`src/rtl/hbi_pkg.sv`:
```
package hbi_pkg;
  typedef struct packed {
    logic dl;
    logic m;
    logic sl;
    logic h;
  } hbi_cfg_t;

  localparam logic [2:0] HBI_FSET_OP = 3'b001;

  localparam hbi_cfg_t HBI_CFG_RST = '{dl: 1'b1, m: 1'b0, sl: 1'b0, h: 1'b0};

  function automatic logic hbi_is_fset(input logic [7:0] b);
    return b[7:5] == HBI_FSET_OP;
  endfunction

  function automatic hbi_cfg_t hbi_fset_fields(input logic [7:0] b);
    hbi_cfg_t c;
    c.dl = b[4];
    c.m  = b[2];
    c.sl = b[1];
    c.h  = b[0];
    return c;
  endfunction
endpackage

```
`src/rtl/hbi_strobe_sync.sv`:
```
module hbi_strobe_sync #(
  parameter int STAGES = 2,
  parameter int DW     = 8
) (
  input  logic          clk,
  input  logic          rst_n,
  input  logic          e_in,
  input  logic          rs_in,
  input  logic          rw_in,
  input  logic [DW-1:0] d_in,
  output logic          e_hi,
  output logic          e_fall,
  output logic          rs_s,
  output logic          rw_s,
  output logic [DW-1:0] d_s
);
  localparam int VW = DW + 3;

  logic [STAGES-1:0][VW-1:0] chain;
  logic                      e_prev;

  always_ff @(posedge clk or negedge rst_n) begin
    if (!rst_n) begin
      chain[0] <= '0;
    end else begin
      chain[0] <= {e_in, rs_in, rw_in, d_in};
    end
  end

  for (genvar g = 1; g < STAGES; g++) begin : g_stage
    always_ff @(posedge clk or negedge rst_n) begin
      if (!rst_n) chain[g] <= '0;
      else        chain[g] <= chain[g-1];
    end
  end

  always_ff @(posedge clk or negedge rst_n) begin
    if (!rst_n) e_prev <= 1'b0;
    else        e_prev <= e_hi;
  end

  assign e_hi   = chain[STAGES-1][VW-1];
  assign rs_s   = chain[STAGES-1][VW-2];
  assign rw_s   = chain[STAGES-1][VW-3];
  assign d_s    = chain[STAGES-1][DW-1:0];
  assign e_fall = e_prev & ~e_hi;
endmodule

```
`src/rtl/hbi_nibble_asm.sv`:
```
module hbi_nibble_asm #(
  parameter int DW = 8
) (
  input  logic          clk,
  input  logic          rst_n,
  input  logic          e_fall,
  input  logic          rs_s,
  input  logic          rw_s,
  input  logic [DW-1:0] d_s,
  input  logic          dl,
  output logic          hi_phase,
  output logic          byte_done,
  output logic          byte_rs,
  output logic [DW-1:0] byte_val
);
  localparam int NW = DW / 2;

  logic          dl_q;
  logic [NW-1:0] hi_hold;

  always_ff @(posedge clk or negedge rst_n) begin
    if (!rst_n) begin
      dl_q      <= 1'b1;
      hi_phase  <= 1'b1;
      hi_hold   <= '0;
      byte_done <= 1'b0;
      byte_rs   <= 1'b0;
      byte_val  <= '0;
    end else begin
      dl_q      <= dl;
      byte_done <= 1'b0;
      if (dl != dl_q) begin
        hi_phase <= 1'b1;
      end else if (e_fall) begin
        if (dl) begin
          hi_phase <= 1'b1;
          if (!rw_s) begin
            byte_done <= 1'b1;
            byte_rs   <= rs_s;
            byte_val  <= d_s;
          end
        end else if (hi_phase) begin
          hi_phase <= 1'b0;
          if (!rw_s) hi_hold <= d_s[DW-1:NW];
        end else begin
          hi_phase <= 1'b1;
          if (!rw_s) begin
            byte_done <= 1'b1;
            byte_rs   <= rs_s;
            byte_val  <= {hi_hold, d_s[DW-1:NW]};
          end
        end
      end
    end
  end
endmodule

```
`src/rtl/hbi_cfg_reg.sv`:
```
module hbi_cfg_reg
  import hbi_pkg::*;
#(
  parameter int DW = 8
) (
  input  logic          clk,
  input  logic          rst_n,
  input  logic          byte_done,
  input  logic          byte_rs,
  input  logic [DW-1:0] byte_val,
  input  logic          busy,
  output logic          accept,
  output hbi_cfg_t      cfg
);
  assign accept = byte_done & ~busy;

  always_ff @(posedge clk or negedge rst_n) begin
    if (!rst_n) begin
      cfg <= HBI_CFG_RST;
    end else if (accept && !byte_rs && hbi_is_fset(byte_val)) begin
      cfg <= hbi_fset_fields(byte_val);
    end
  end
endmodule

```
`src/rtl/hbi_out_stage.sv`:
```
module hbi_out_stage #(
  parameter int DW = 8
) (
  input  logic          clk,
  input  logic          rst_n,
  input  logic          load,
  input  logic          load_rs,
  input  logic [DW-1:0] load_val,
  input  logic          ready,
  output logic          valid,
  output logic          is_data,
  output logic [DW-1:0] data
);
  always_ff @(posedge clk or negedge rst_n) begin
    if (!rst_n) begin
      valid   <= 1'b0;
      is_data <= 1'b0;
      data    <= '0;
    end else if (load) begin
      valid   <= 1'b1;
      is_data <= load_rs;
      data    <= load_val;
    end else if (valid && ready) begin
      valid <= 1'b0;
    end
  end
endmodule

```
`src/rtl/hbi_host_bus.sv`:
```
module hbi_host_bus
  import hbi_pkg::*;
#(
  parameter int DW          = 8,
  parameter int AC_W        = 7,
  parameter int SYNC_STAGES = 2
) (
  input  logic            clk,
  input  logic            rst_n,
  input  logic            bus_e,
  input  logic            bus_rs,
  input  logic            bus_rw,
  input  logic [DW-1:0]   bus_d_in,
  output logic [DW-1:0]   bus_d_out,
  output logic            bus_d_oe,
  input  logic            core_busy,
  input  logic [AC_W-1:0] core_ac,
  input  logic [DW-1:0]   core_rd_data,
  output logic            cmd_valid,
  input  logic            cmd_ready,
  output logic            cmd_is_data,
  output logic [DW-1:0]   cmd_byte,
  output logic            busy,
  output logic            cfg_dl,
  output logic            cfg_two_line,
  output logic            cfg_mux9,
  output logic            cfg_ext
);
  localparam int NW = DW / 2;

  logic          e_hi, e_fall, rs_s, rw_s;
  logic [DW-1:0] d_s;
  logic          hi_phase, byte_done, byte_rs, accept;
  logic [DW-1:0] byte_val, rd_word;
  hbi_cfg_t      cfg;

  hbi_strobe_sync #(.STAGES(SYNC_STAGES), .DW(DW)) u_sync (
    .clk(clk), .rst_n(rst_n), .e_in(bus_e), .rs_in(bus_rs), .rw_in(bus_rw),
    .d_in(bus_d_in), .e_hi(e_hi), .e_fall(e_fall), .rs_s(rs_s), .rw_s(rw_s),
    .d_s(d_s)
  );

  hbi_nibble_asm #(.DW(DW)) u_asm (
    .clk(clk), .rst_n(rst_n), .e_fall(e_fall), .rs_s(rs_s), .rw_s(rw_s),
    .d_s(d_s), .dl(cfg.dl), .hi_phase(hi_phase), .byte_done(byte_done),
    .byte_rs(byte_rs), .byte_val(byte_val)
  );

  hbi_cfg_reg #(.DW(DW)) u_cfg (
    .clk(clk), .rst_n(rst_n), .byte_done(byte_done), .byte_rs(byte_rs),
    .byte_val(byte_val), .busy(busy), .accept(accept), .cfg(cfg)
  );

  hbi_out_stage #(.DW(DW)) u_out (
    .clk(clk), .rst_n(rst_n), .load(accept), .load_rs(byte_rs),
    .load_val(byte_val), .ready(cmd_ready), .valid(cmd_valid),
    .is_data(cmd_is_data), .data(cmd_byte)
  );

  assign busy = cmd_valid | core_busy;

  always_comb begin
    rd_word = '0;
    if (rs_s) rd_word = core_rd_data;
    else      rd_word = {busy, core_ac};
  end

  assign bus_d_oe = e_hi & rw_s;

  always_comb begin
    bus_d_out = '0;
    if (bus_d_oe) begin
      if (cfg.dl)        bus_d_out = rd_word;
      else if (hi_phase) bus_d_out = {rd_word[DW-1:NW], {NW{1'b0}}};
      else               bus_d_out = {rd_word[NW-1:0], {NW{1'b0}}};
    end
  end

  assign cfg_dl       = cfg.dl;
  assign cfg_two_line = cfg.m;
  assign cfg_mux9     = cfg.sl;
  assign cfg_ext      = cfg.h;
endmodule

```
`config.mk`:
```
export PLATFORM = sky130hd
export DESIGN_NAME = hbi_host_bus
export DESIGN_NICKNAME = d
export VERILOG_FILES = /design/src/rtl/hbi_pkg.sv /design/src/rtl/hbi_strobe_sync.sv /design/src/rtl/hbi_nibble_asm.sv /design/src/rtl/hbi_cfg_reg.sv /design/src/rtl/hbi_out_stage.sv /design/src/rtl/hbi_host_bus.sv
export SDC_FILE = /design/constraint.sdc
export NUM_CORES = 1
export LEC_CHECK = 0
export BUFFER_PORTS_ARGS = -buffer_cell sky130_fd_sc_hd__buf_4
export CORE_MARGIN = 2
export CORE_UTILIZATION = 40
export DETAILED_ROUTE_END_ITERATION = 10
export HOLD_SLACK_MARGIN = 0.02
export PLACE_DENSITY = 0.77
export SETUP_SLACK_MARGIN = 0.4
export SKIP_CTS_REPAIR_TIMING = 1
export SLEW_MARGIN = 20
export SYNTH_ARGS = -nofsm -noshare
export SYNTH_HDL_FRONTEND = slang
export SYNTH_SLANG_ARGS = --single-unit
```
`constraint.sdc`:
```
create_clock -name clk -period 2.55 [get_ports clk]
set_clock_uncertainty 0.1 [all_clocks]
set_input_delay 0.51 -clock clk [delete_from_list [all_inputs] [get_ports clk]]
set_output_delay 0.51 -clock clk [all_outputs]
set_load 0.005 [all_outputs]
```
-- After elaboration in Yosys (flattened, before gate mapping)
Cells that the tools add are included.
- bits in latches: 0
- ROM bits: 0
- memories kept: 0
- word-level logic and storage cells: 61
- register bits after elaboration: 53
- RAM bits: 0
- output and inout port bits: 24
- reduce and logical (&&, ||, !) cells: 9
- multiplexer cells: 22
- shift-type cells: 0
- order comparisons: 0
- eq/ne operators: 5
- add/subtract/negate cells: 0
- bitwise gates (word level): 9
- multipliers: 0
- divide/modulo/power cells: 0
- operators by type and width (kind ; count):
    8-bit two-way mux ; 8
    1-bit two-way mux ; 14
    5-bit AND reduction ; 2
    1-bit inverter ; 5
    2-bit by 1-bit inequality test with 1-bit output, second input constant ; 2
    2-bit nonzero test ; 2
    1-bit bitwise AND ; 3
    3-bit by 1-bit == test with 1-bit output, second input constant ; 1
    1-bit logical AND ; 3
    3-bit AND reduction ; 1
    2-bit inequality test, second input constant ; 1
    1-bit zero test ; 1
    1-bit inequality test ; 1
    1-bit OR ; 1

-- Longest topological paths before layout
Gate-level depths: netlist of run 1.
- word-level depth: 5
- mapped depth: 6

-- Modules after synthesis
A second synthesis of run 1 with hierarchy kept.
- cell total of the unflattened synthesis: 144
- area, all modules: 2152.1 um2
- modules (own cells, without submodules) (module ; seq. area each (um2) ; area each (um2) ; instances ; cells each):
    hbi_nibble_asm ; 402.9 ; 734.5 ; 1 ; 51
    hbi_strobe_sync ; 575.6 ; 649.4 ; 1 ; 32
    hbi_out_stage ; 250.2 ; 409.1 ; 1 ; 22
    hbi_host_bus ; 0.0 ; 186.4 ; 1 ; 28
    hbi_cfg_reg ; 101.3 ; 172.7 ; 1 ; 11

-- Worst setup path before layout of run 1
OpenSTA, ideal clock, no wires.
- kind: reg2reg
- from: register, netlist name u_cfg.cfg[3]
- to: register u_asm.byte_rs
- buffers on the path: 1
- path slack: 135 ps
- arrival: 2190 ps
- stages on the path, launching flop included: 6
- period minus slack after synthesis: 2415 ps
- data required time: 2325 ps
- cell sequence: dfstp_2 clkbuf_1 inv_1 ha_1 nor4_4 mux2_2
- longest elaborated chain between the ends: 3
- ends and longest elaborated chain (item ; line ; text):
    1-bit inequality test ; hbi_nibble_asm.sv:32 ; if (dl != dl_q) begin
    1-bit inverter (no source line) ; n/a ;
    3-bit AND reduction (no source line) ; n/a ;
    end signal, assigned ; hbi_nibble_asm.sv:39 ; byte_rs <= rs_s;
    end signal, assigned ; hbi_nibble_asm.sv:49 ; byte_rs <= rs_s;
    end, declared ; hbi_nibble_asm.sv:13 ; output logic byte_rs,
Parallel ways exist; a longest one is shown, timed or not.
A chain may end at the register's enable or synchronous reset.

-- Final worst setup path of run 1
- from: register, netlist name u_cfg.cfg[3]
- to: register u_asm.byte_val[0]
- longest elaborated chain between the ends: 3
- ends and longest elaborated chain (item ; line ; text):
    1-bit inequality test ; hbi_nibble_asm.sv:32 ;
    1-bit inverter (no source line) ; n/a ;
    5-bit AND reduction (no source line) ; n/a ;
    end signal, assigned ; hbi_nibble_asm.sv:40 ; byte_val <= d_s;
    end signal, assigned ; hbi_nibble_asm.sv:50 ; byte_val <= {hi_hold, d_s[DW-1:NW]};
    end, declared ; hbi_nibble_asm.sv:14 ; output logic [DW-1:0] byte_val
Parallel ways exist; a longest one is shown, timed or not.

==> results of run 1 <==
[registers in the layout, indices dropped and copies added (netlist names), 4 cells and up]
signal / flops
u_asm.hi_hold: 4
u_sync.chain: 11
u_cfg.cfg: 4
u_sync.d_s: 8
u_out.data: 8
u_asm.byte_val: 8
[per-layer routing]
| metal | vias to the layer above | GRT usage [%] |
|---|---|---|
| met3 | 2 | 4.55 |
| met2 | 29 | 22.9 |
| li1 | 592 | - |
| met4 | 0 | 4.17 |
| met1 | 606 | 21.3 |
| met5 | - | 0 |
[critical path, stage by stage, from the launching register on]
cell	delay, ns
dfstp_4	0.67
inv_1	0.05
ha_1	0.33
nor4_4	0.23
buf_4	0.23
mux2_2	0.36
[cells in the final DEF, fill, tap and decap left out, drive strengths merged]
| master | n |
|---|---|
| o21a | 1 |
| or2 | 1 |
| dfstp | 3 |
| nor3b | 1 |
| bufinv | 1 |
| a21o | 1 |
| nor2b | 5 |
| mux2i | 4 |
| nand2b | 2 |
| mux2 | 35 |
| clkinv | 1 |
| nor3 | 4 |
| buf | 62 |
| a211oi | 6 |
| inv | 5 |
| nand3 | 1 |
| clkbuf | 5 |
| dfrtp | 50 |
| ha | 1 |
| nand2 | 3 |
| nor2 | 5 |
| nor4b | 1 |
| nor4 | 1 |
[layout make-up]
type | instances | area [um2] | share of cell area (%)
clock buffers | 5 | 68.8 | 2.57
clock inverters | 2 | 35.0 | 1.31
inverters | 5 | 18.8 | 0.701
multi-input cells | 72 | 672 | 25.1
flip-flops and latches | 53 | 1340 | 49.8
well taps | 67 | 83.8 | 3.13
repair buffers | 62 | 465 | 17.4
[logic make-up after synthesis]
family	after synthesis	synth area share, %
buffers and inverters	8	1.49
adder cells (fa/ha/maj)	1	0.623
AO/OA/AOI/OAI	8	2.99
flip-flops	53	66.2
multiplexers	39	21.6
AND/OR/NAND/NOR	24	7.10
[power by group]
group          switching [uW]  internal (uW)  total [uW]
sequential                142           1050        1200
clock                     251            285         537
combinational             203            363         567
[worst max path at each step]
stage / startpoint / end / slack (ns)
2_1_floorplan: u_cfg.cfg[3]$_DFFE_PN1P_ / u_asm.byte_rs$_DFFE_PN0P_ / 0.38
3_3_place_gp: u_cfg.cfg[3]$_DFFE_PN1P_ / u_asm.byte_val[0]$_DFFE_PN0P_ / 0.45
3_5_place_dp: u_cfg.cfg[3]$_DFFE_PN1P_ / u_asm.byte_val[0]$_DFFE_PN0P_ / 0.38
4_1_cts: u_cfg.cfg[3]$_DFFE_PN1P_ / bus_d_out[4] / 0.18
5_1_grt: u_cfg.cfg[3]$_DFFE_PN1P_ / bus_d_out[4] / 0.38
6_report: u_cfg.cfg[3]$_DFFE_PN1P_ / u_asm.byte_val[0]$_DFFE_PN0P_ / 0.45
[per-stage QoR]
step / cell area [um2] / std cells / power [uW] / utilization, %
6_report: 2680 / 266 / 2300 / 56.0
3_3_place_gp: 2500 / 253 / 1720 / 52.3
4_1_cts: 2610 / 260 / 2290 / 54.5
5_1_grt: 2680 / 266 / 2450 / 56.0
2_1_floorplan: 2020 / 133 / 1490 / -
3_5_place_dp: 2500 / 253 / 1750 / 52.3
==> impl_metrics.env, run 1 <==
export IMPL_outcome="finished clean"
export IMPL_hpwl_after_detailed_placement_mm=2.63
export IMPL_worst_setup_hold_path_clk_slew_ns=0.09
export IMPL_period_needed_ns=2.10
export IMPL_fin_nets=230
export IMPL_mapped_area_um2=2010
export IMPL_initial_utilization_pct=42.0
export IMPL_drt_first_iter_violations=60
export IMPL_power_per_cell_area_nw_per_um2=858
export IMPL_cellLeakagePower_uw=0.00128
export IMPL_postSynthCellCount=133
export IMPL_via_per_inst=4.62
export IMPL_leading_post_synthesis_cells_by_cell_area="dfrtp_1 62%, mux2_2 20%, dfstp_2 3.9%"
export IMPL_proportion_of_synthesized_chip_area_in_sequential_cells_pct=66.2
export IMPL_max_clock_freq_ghz=0.476
export IMPL_synth_warning_count=0
export IMPL_ys_top_cells_by_count="50 x dfrtp_1, 35 x mux2_2, 6 x a211oi_1"
export IMPL_worst_endpoint_required_ns=2.63
export IMPL_met2_wirelength_mm=1.87
export IMPL_design_die_area_um2=5610
export IMPL_postSynthNetCount=164
export IMPL_drt_wirelength_per_cell_um=14.2
export IMPL_dpl_worst_slack_ns=0.375
export IMPL_final_wirelength_mm=3.76
export IMPL_floorplan_rows=25
export IMPL_slew_violations=0
export IMPL_ys_ff_latch=53
export IMPL_grt_pass1_wl_mm=6.28
export IMPL_grt_start_max_net_pins=54
export IMPL_worstSetupPathType="flop to flop"
export IMPL_synth_enable_flop_cells=0
export IMPL_cts_root_buffer="clkbuf_8"
export IMPL_least_setup_slack_across_all_paths_after_layout_ns=0.449
export IMPL_synthDistinctLibCells=21
export IMPL_regToRegEndpoint="u_asm.byte_val[0]$_DFFE_PN0P_"
export IMPL_asyncSetResetFlopFracSynth_pct=100
export IMPL_vias_in_the_first_global_route=1253
export IMPL_cts_htree_levels=2
export IMPL_ioPinCount=54
export IMPL_grt_antenna_before_repair=0
export IMPL_tritoncts="yes"
export IMPL_routed_top_layer="met4"
export IMPL_max_slew_margin_rel_pct=45.4
export IMPL_startpoint_type="flop"
export IMPL_number_of_fill_cells=395
export IMPL_dr_wl_met3_um=168
export IMPL_slew_at_the_pin_with_the_worst_max_slew_slack_ns=0.812
export IMPL_die_w_um=74.9
export IMPL_cts_sinks=53
export IMPL_area_growth_synth_to_final_pct=33.3
export IMPL_synth_largest_area_cell="dfrtp_1"
export IMPL_grt_ovfl_total=0
export IMPL_worstPathArrival_ns=2.18
export IMPL_period_share_pct=82.4
export IMPL_wire_length_on_met1_mm=1.71
export IMPL_n_antenna_cell=0
export IMPL_worst_r2r_startpoint="u_cfg.cfg[3]$_DFFE_PN1P_"
export IMPL_avgSynthCellArea_um2=15.1
export IMPL_final_hold_violation_count=0
export IMPL_synth_most_common_cell="dfrtp_1"
export IMPL_hp_class="primary input to async pin"
export IMPL_cp_end_kind="flop"
export IMPL_synth_top_area_share_pct=62.3
export IMPL_ir_worst_vdd_mv=0.582
export IMPL_hold_ws_ns=0.129
export IMPL_clock_tree_buffer_depth=2
export IMPL_globalplace_congestion=0.699
export IMPL_detail_route_drc_violations=0
export IMPL_clk_latency_ns=0.30
export IMPL_final_antenna_net_count=0
export IMPL_core_um2=4790
export IMPL_setup_violations_final=0
export IMPL_drive_gt1_share_pct=57.3
export IMPL_num_vias=1229
export IMPL_critical_path_peak_fanout=10
export IMPL_drt_first_pass_iters=6
export IMPL_die_h_um=74.9
export IMPL_number_of_cells_traversed_by_the_worst_register_to_register_path=5
export IMPL_synth_top_flop_cell="dfrtp_1"
export IMPL_place_port_buffers=53
export IMPL_maxCapViolCount=0
export IMPL_grtUsageTotal_pct=15.1
export IMPL_grt_setup_unrepaired="yes"
export IMPL_reg2reg_slack_ns=0.45
export IMPL_tns_ns=0
export IMPL_cts_buffers=5
(Power assumes the default switching activity.)
==> run 2: changes to the inputs <==
- ABC_AREA: unset -> 1
- PLACE_DENSITY: 0.77 -> 0.74
- clock period: 2.55 -> 2.1 ns (I/O delays scaled with it)
==> impl_metrics.env, run 2 <==
export IMPL_hpwl_after_detailed_placement_mm=2.88
export IMPL_ys_ff_latch=53
export IMPL_number_of_cells_traversed_by_the_worst_register_to_register_path=7
export IMPL_startpoint_type="flop"
export IMPL_grt_pass1_wl_mm=6.75
export IMPL_synth_largest_area_cell="dfrtp_1"
export IMPL_slew_at_the_pin_with_the_worst_max_slew_slack_ns=0.628
export IMPL_grt_ovfl_total=0
export IMPL_globalplace_congestion=0.791
export IMPL_worst_endpoint_required_ns=1.58
export IMPL_asyncSetResetFlopFracSynth_pct=100
export IMPL_setup_violations_final=0
export IMPL_drt_wirelength_per_cell_um=11.6
export IMPL_num_vias=1676
export IMPL_n_antenna_cell=0
export IMPL_cellLeakagePower_uw=0.00150
export IMPL_die_w_um=77.5
export IMPL_outcome="finished clean"
export IMPL_period_needed_ns=1.96
export IMPL_grtUsageTotal_pct=14.1
export IMPL_via_per_inst=4.54
export IMPL_leading_post_synthesis_cells_by_cell_area="dfrtp_1 58%, nand2_1 14%, nand3_1 4.2%"
export IMPL_drive_gt1_share_pct=37.8
export IMPL_number_of_fill_cells=447
export IMPL_ys_top_cells_by_count="81 x nand2_1, 50 x dfrtp_1, 21 x inv_1, 18 x nand3_1, 12 x o21ai_0"
export IMPL_reg2reg_slack_ns=0.33
export IMPL_final_hold_violation_count=0
export IMPL_final_seq_area_um2=1330
export IMPL_max_clock_freq_ghz=0.510
export IMPL_initial_utilization_pct=41.8
export IMPL_postSynthNetCount=257
export IMPL_slew_violations=0
export IMPL_worst_setup_hold_path_clk_slew_ns=0.09
export IMPL_maxCapViolCount=0
export IMPL_proportion_of_synthesized_chip_area_in_sequential_cells_pct=61.6
export IMPL_critical_path_peak_fanout=6
export IMPL_synth_most_common_cell="nand2_1"
export IMPL_period_share_pct=93.3
export IMPL_final_antenna_net_count=0
export IMPL_avgSynthCellArea_um2=9.56
export IMPL_finalNonFillerCells=369
export IMPL_area_growth_synth_to_final_pct=36.0
export IMPL_floorplan_rows=26
export IMPL_regToRegEndpoint="u_asm.byte_val[0]$_DFFE_PN0P_"
export IMPL_cts_root_buffer="clkbuf_8"
export IMPL_cts_htree_levels=2
export IMPL_cts_sinks=53
export IMPL_clock_tree_buffer_depth=2
export IMPL_worst_r2r_startpoint="u_cfg.cfg[3]$_DFFE_PN1P_"
export IMPL_mapped_area_um2=2160
export IMPL_max_slew_margin_rel_pct=58.1
export IMPL_multi_input_comb_area_um2=771
export IMPL_place_port_buffers=53
export IMPL_core_um2=5170
export IMPL_grt_start_max_net_pins=54
export IMPL_postLayoutCoreUtil_pct=56.8
export IMPL_layout_cells_most_common="nand2_1"
export IMPL_power_per_cell_area_nw_per_um2=1030
export IMPL_postSynthCellCount=226
export IMPL_ir_worst_vdd_mv=0.592
export IMPL_design_die_area_um2=6010
export IMPL_grt_setup_unrepaired="yes"
export IMPL_tritoncts="yes"
export IMPL_synth_warning_count=0
export IMPL_hp_class="primary input to async pin"
export IMPL_placed_cells=345
export IMPL_synthDistinctLibCells=23
export IMPL_synth_enable_flop_cells=0
export IMPL_drt_first_pass_iters=5
export IMPL_cts_buffers=5
export IMPL_layout_common_cells="75 x nand2_1, 62 x buf_4, 48 x dfrtp_1, 18 x inv_1, 17 x nand3_1"
export IMPL_fin_nets=329
export IMPL_final_wirelength_mm=4.27
export IMPL_vias_in_the_first_global_route=1524
export IMPL_largest_register_ffs=11
export IMPL_drt_first_iter_violations=90
export IMPL_cp_end_kind="output pin"
export IMPL_detail_route_drc_violations=0
export IMPL_ioPinCount=54
export IMPL_worstSetupPathType="flop to output pin"
export IMPL_die_h_um=77.5
export IMPL_clk_latency_ns=0.30
export IMPL_synth_top_flop_cell="dfrtp_1"
export IMPL_synth_top_area_share_pct=57.9
export IMPL_top_register="u_sync.chain"
export IMPL_grt_antenna_before_repair=0
export IMPL_worstPathArrival_ns=1.44
## run 2: cell type report
cell class | count | area share (%)
clock inverter | 3 | 0.767
clock buffer | 5 | 2.34
sequential | 53 | 45.4
inverter | 23 | 3.28
multi-input combinational | 145 | 26.2
timing repair buffer | 70 | 19.0
tap | 70 | 2.98
## run 2: power by group
part           leakage, uW  switching (uW)  internal [uW]
Sequential        0.000639             147           1270
Combinational     0.000827             530            536
Clock            0.0000364             324            234
Total              0.00150            1000           2040
## run 2: cells by family (layout without fill, tap and decap cells)
kind of cell             after synthesis  after routing  synth area share (%)
adder cells (fa/ha/maj)                1              1                 0.579
flip-flops                            53             53                  61.6
AND/OR/NAND/NOR                      116            116                  24.0
AO/OA/AOI/OAI                         28             28                  7.99
buffers and inverters                 28            101                  5.85
## run 2: critical path, cell delays in order, from the launching register on
cell and delay, ns:
dfstp_2 0.62, inv_8 0.05, nand2_8 0.09, inv_4 0.04
nand2_1 0.05, nand2_1 0.05, nor2_1 0.11, buf_4 0.12
## run 2: worst max-delay path by stage
stage | start | end
floorplan | u_cfg.cfg[3]$_DFFE_PN1P_ | u_asm.byte_rs$_DFFE_PN0P_
global placement | u_cfg.cfg[3]$_DFFE_PN1P_ | bus_d_out[5]
detailed placement | u_cfg.cfg[3]$_DFFE_PN1P_ | bus_d_out[5]
CTS | u_cfg.cfg[3]$_DFFE_PN1P_ | bus_d_out[5]
global route | u_cfg.cfg[3]$_DFFE_PN1P_ | bus_d_out[6]
finish | u_cfg.cfg[3]$_DFFE_PN1P_ | bus_d_out[5]
## run 2: metrics by stage
stage                     setup TNS [ns]  power [uW]  worst slack (ns)  hold slack [ns]  cell area [um2]
after CTS                        -0.0482        2830           -0.0304           0.0463             2720
final                                  0        3040             0.141           0.0315             2940
after floorplan                        0        1910             0.432           0.0244             2170
after global placement                 0        2240             0.383            0.233             2630
after detailed placement               0        2270             0.331            0.235             2630
after global routing                   0        3260            0.0863           0.0736             2940
## run 2: routing by layer
metal  global-route usage (%)  vias to the layer above  share of wire [%]
met1                     17.0                      778                 43
li1                         -                      845                  -
met5                        0                        -                  0
met4                     5.71                        0                2.0
met2                     24.0                       43                 51
met3                     3.72                       10                4.6
==> run 3: changes to the inputs <==
- ABC_AREA: 1 -> 0
- PLACE_DENSITY: 0.74 -> 0.75
==> impl_metrics.env, run 3 (synthesized netlist as in run 1, its figures left out) <==
export IMPL_slowest_delay_ns=0.46
export IMPL_grt_start_max_net_pins=54
export IMPL_initial_utilization_pct=42.0
export IMPL_floorplan_rows=25
export IMPL_largest_register_ffs=11
export IMPL_detail_route_drc_violations=0
export IMPL_worstSetupPathType="flop to output pin"
export IMPL_slew_at_the_pin_with_the_worst_max_slew_slack_ns=0.641
export IMPL_maxCapViolCount=0
export IMPL_tritoncts="yes"
export IMPL_via_per_inst=4.73
export IMPL_dpl_cell_area_um2=2530
export IMPL_drive_gt1_share_pct=61.0
export IMPL_worstPathCellList="buf_4 -> mux2i_1 -> a211oi_1 -> buf_4"
export IMPL_globalplace_congestion=0.737
export IMPL_worstPathArrival_ns=1.47
export IMPL_hpwl_after_detailed_placement_mm=2.43
export IMPL_vias_in_the_first_global_route=1194
export IMPL_ir_worst_vdd_mv=0.474
export IMPL_max_slew_margin_rel_pct=57.2
export IMPL_die_h_um=74.9
export IMPL_grt_setup_unrepaired="yes"
export IMPL_grt_pass1_wl_mm=5.56
export IMPL_cts_root_buffer="clkbuf_8"
export IMPL_grtUsageTotal_pct=13.3
export IMPL_clock_tree_buffer_depth=2
export IMPL_period_share_pct=94.9
export IMPL_cts_buffers=5
export IMPL_drt_first_iter_violations=42
export IMPL_cts_sinks=53
export IMPL_power_per_cell_area_nw_per_um2=1040
export IMPL_power_share_switching_pct=25.7
export IMPL_hp_class="primary input to async pin"
export IMPL_critical_path_peak_fanout=7
export IMPL_cp_end_kind="output pin"
export IMPL_die_w_um=74.9
export IMPL_multi_input_comb_area_um2=733
export IMPL_worst_endpoint_required_ns=1.58
export IMPL_n_antenna_cell=0
export IMPL_hold_ws_ns=0.0415
export IMPL_number_of_fill_cells=394
export IMPL_tns_ns=0
export IMPL_design_die_area_um2=5610
export IMPL_cpMostUsedCell="buf_4"
export IMPL_clk_latency_ns=0.30
export IMPL_grt_antenna_before_repair=0
export IMPL_core_um2=4790
export IMPL_drt_wirelength_per_cell_um=14.2
export IMPL_startpoint_type="flop"
export IMPL_place_port_buffers=53
export IMPL_final_antenna_net_count=0
export IMPL_fin_nets=235
export IMPL_num_vias=1286
export IMPL_worst_setup_hold_path_clk_slew_ns=0.09
export IMPL_area_growth_synth_to_final_pct=40.0
export IMPL_drt_first_pass_iters=3
export IMPL_layout_cells_most_common="buf_4"
export IMPL_grt_ovfl_total=0
export IMPL_slew_violations=0
export IMPL_share_clk_of_total_power_pct=23.8
export IMPL_layout_common_cells="64 x buf_4, 49 x dfrtp_1, 27 x mux2_2, 8 x mux2_4, 6 x clkbuf_8"
export IMPL_top_register="u_sync.chain"
export IMPL_worst_path_buf_inv=2
export IMPL_setup_violations_final=0
export IMPL_critical_path_slowest_cell="dfrtp_2"
export IMPL_outcome="finished clean"
export IMPL_final_wirelength_mm=3.87
export IMPL_period_needed_ns=1.99
export IMPL_cellLeakagePower_uw=0.00133
export IMPL_cts_htree_levels=2
export IMPL_final_seq_area_um2=1330
export IMPL_net_switching_power_uw=753
export IMPL_finalInstanceArea_um2=2810
export IMPL_share_of_power_burned_in_combinational_logic_pct=27.0
export IMPL_critPathTopFamily="flip-flops"
export IMPL_max_clock_freq_ghz=0.502
export IMPL_final_hold_violation_count=0
export IMPL_ioPinCount=54
export IMPL_power_uw=2940
export IMPL_power_internal_uw=2180
export IMPL_seqPwrFrac_pct=49.2
## run 3: cell types whose count changed in the layout (fill, tap and decap cells not counted), sizes merged, moves of 4 or more
cell,before,now
a21oi,5,0
nor2,13,5
o21bai,4,0
mux2,0,35
nor2b,0,5
o21ai,19,0
nand2,83,3
inv,23,5
a211oi,0,6
nor3,0,4
nand3,20,1
mux2i,0,4
## run 3: power groups by stage
stage                     clock [uW]  sequential [uW]  combinational (uW)
after floorplan                    0             1410                 405
after global placement             0             1450                 671
after detailed placement           0             1460                 684
after CTS                        718             1440                 694
after global routing             759             1480                 859
final                            698             1440                 794
## run 3: path summary, 6_finish.rpt
kind | slack (ns) | from | endpoint | cells past startpoint
worst max-delay path | 0.11 | u_sync.rs_s$_DFF_PN0_ | bus_d_out[5] | 4
max in group asynchronous | 1.40 | rst_n | u_sync.rs_s$_DFF_PN0_ | 1
min in group clk | 0.12 | bus_rs | u_sync.chain[9]$_DFF_PN0_ | 1
worst min-delay path | 0.04 | rst_n | u_asm.hi_hold[1]$_DFFE_PN0P_ | 1
worst min register to register | 0.25 | u_sync.chain[8]$_DFF_PN0_ | u_sync.rw_s$_DFF_PN0_ | 0
worst max register to register | 0.16 | u_cfg.cfg[3]$_DFFE_PN1P_ | u_asm.byte_rs$_DFFE_PN0P_ | 6
## run 3: layer usage
metal	share of wire (%)	vias up	global-route usage [%]
li1	-	605	-
met1	45	626	18.4
met2	46	49	19.5
met3	8.0	6	4.95
met4	1.2	0	4.76
met5	0	-	0
## run 3: final cells by class
type | instances | share of cell area [%]
clock buffers | 6 | 2.94
clock inverters | 2 | 1.33
inverters | 5 | 0.756
multi-input cells | 72 | 26.1
flip-flops and latches | 53 | 47.3
well taps | 67 | 2.98
repair buffers | 67 | 18.6
## run 3: per-stage QoR
step	worst slack, ns	utilization, %	instances
2_1_floorplan	-0.000340	-	133
3_3_place_gp	0.274	52.8	254
3_5_place_dp	0.245	52.8	254
4_1_cts	-0.0509	55.3	262
5_1_grt	0.0399	58.8	272
6_report	0.107	58.8	272
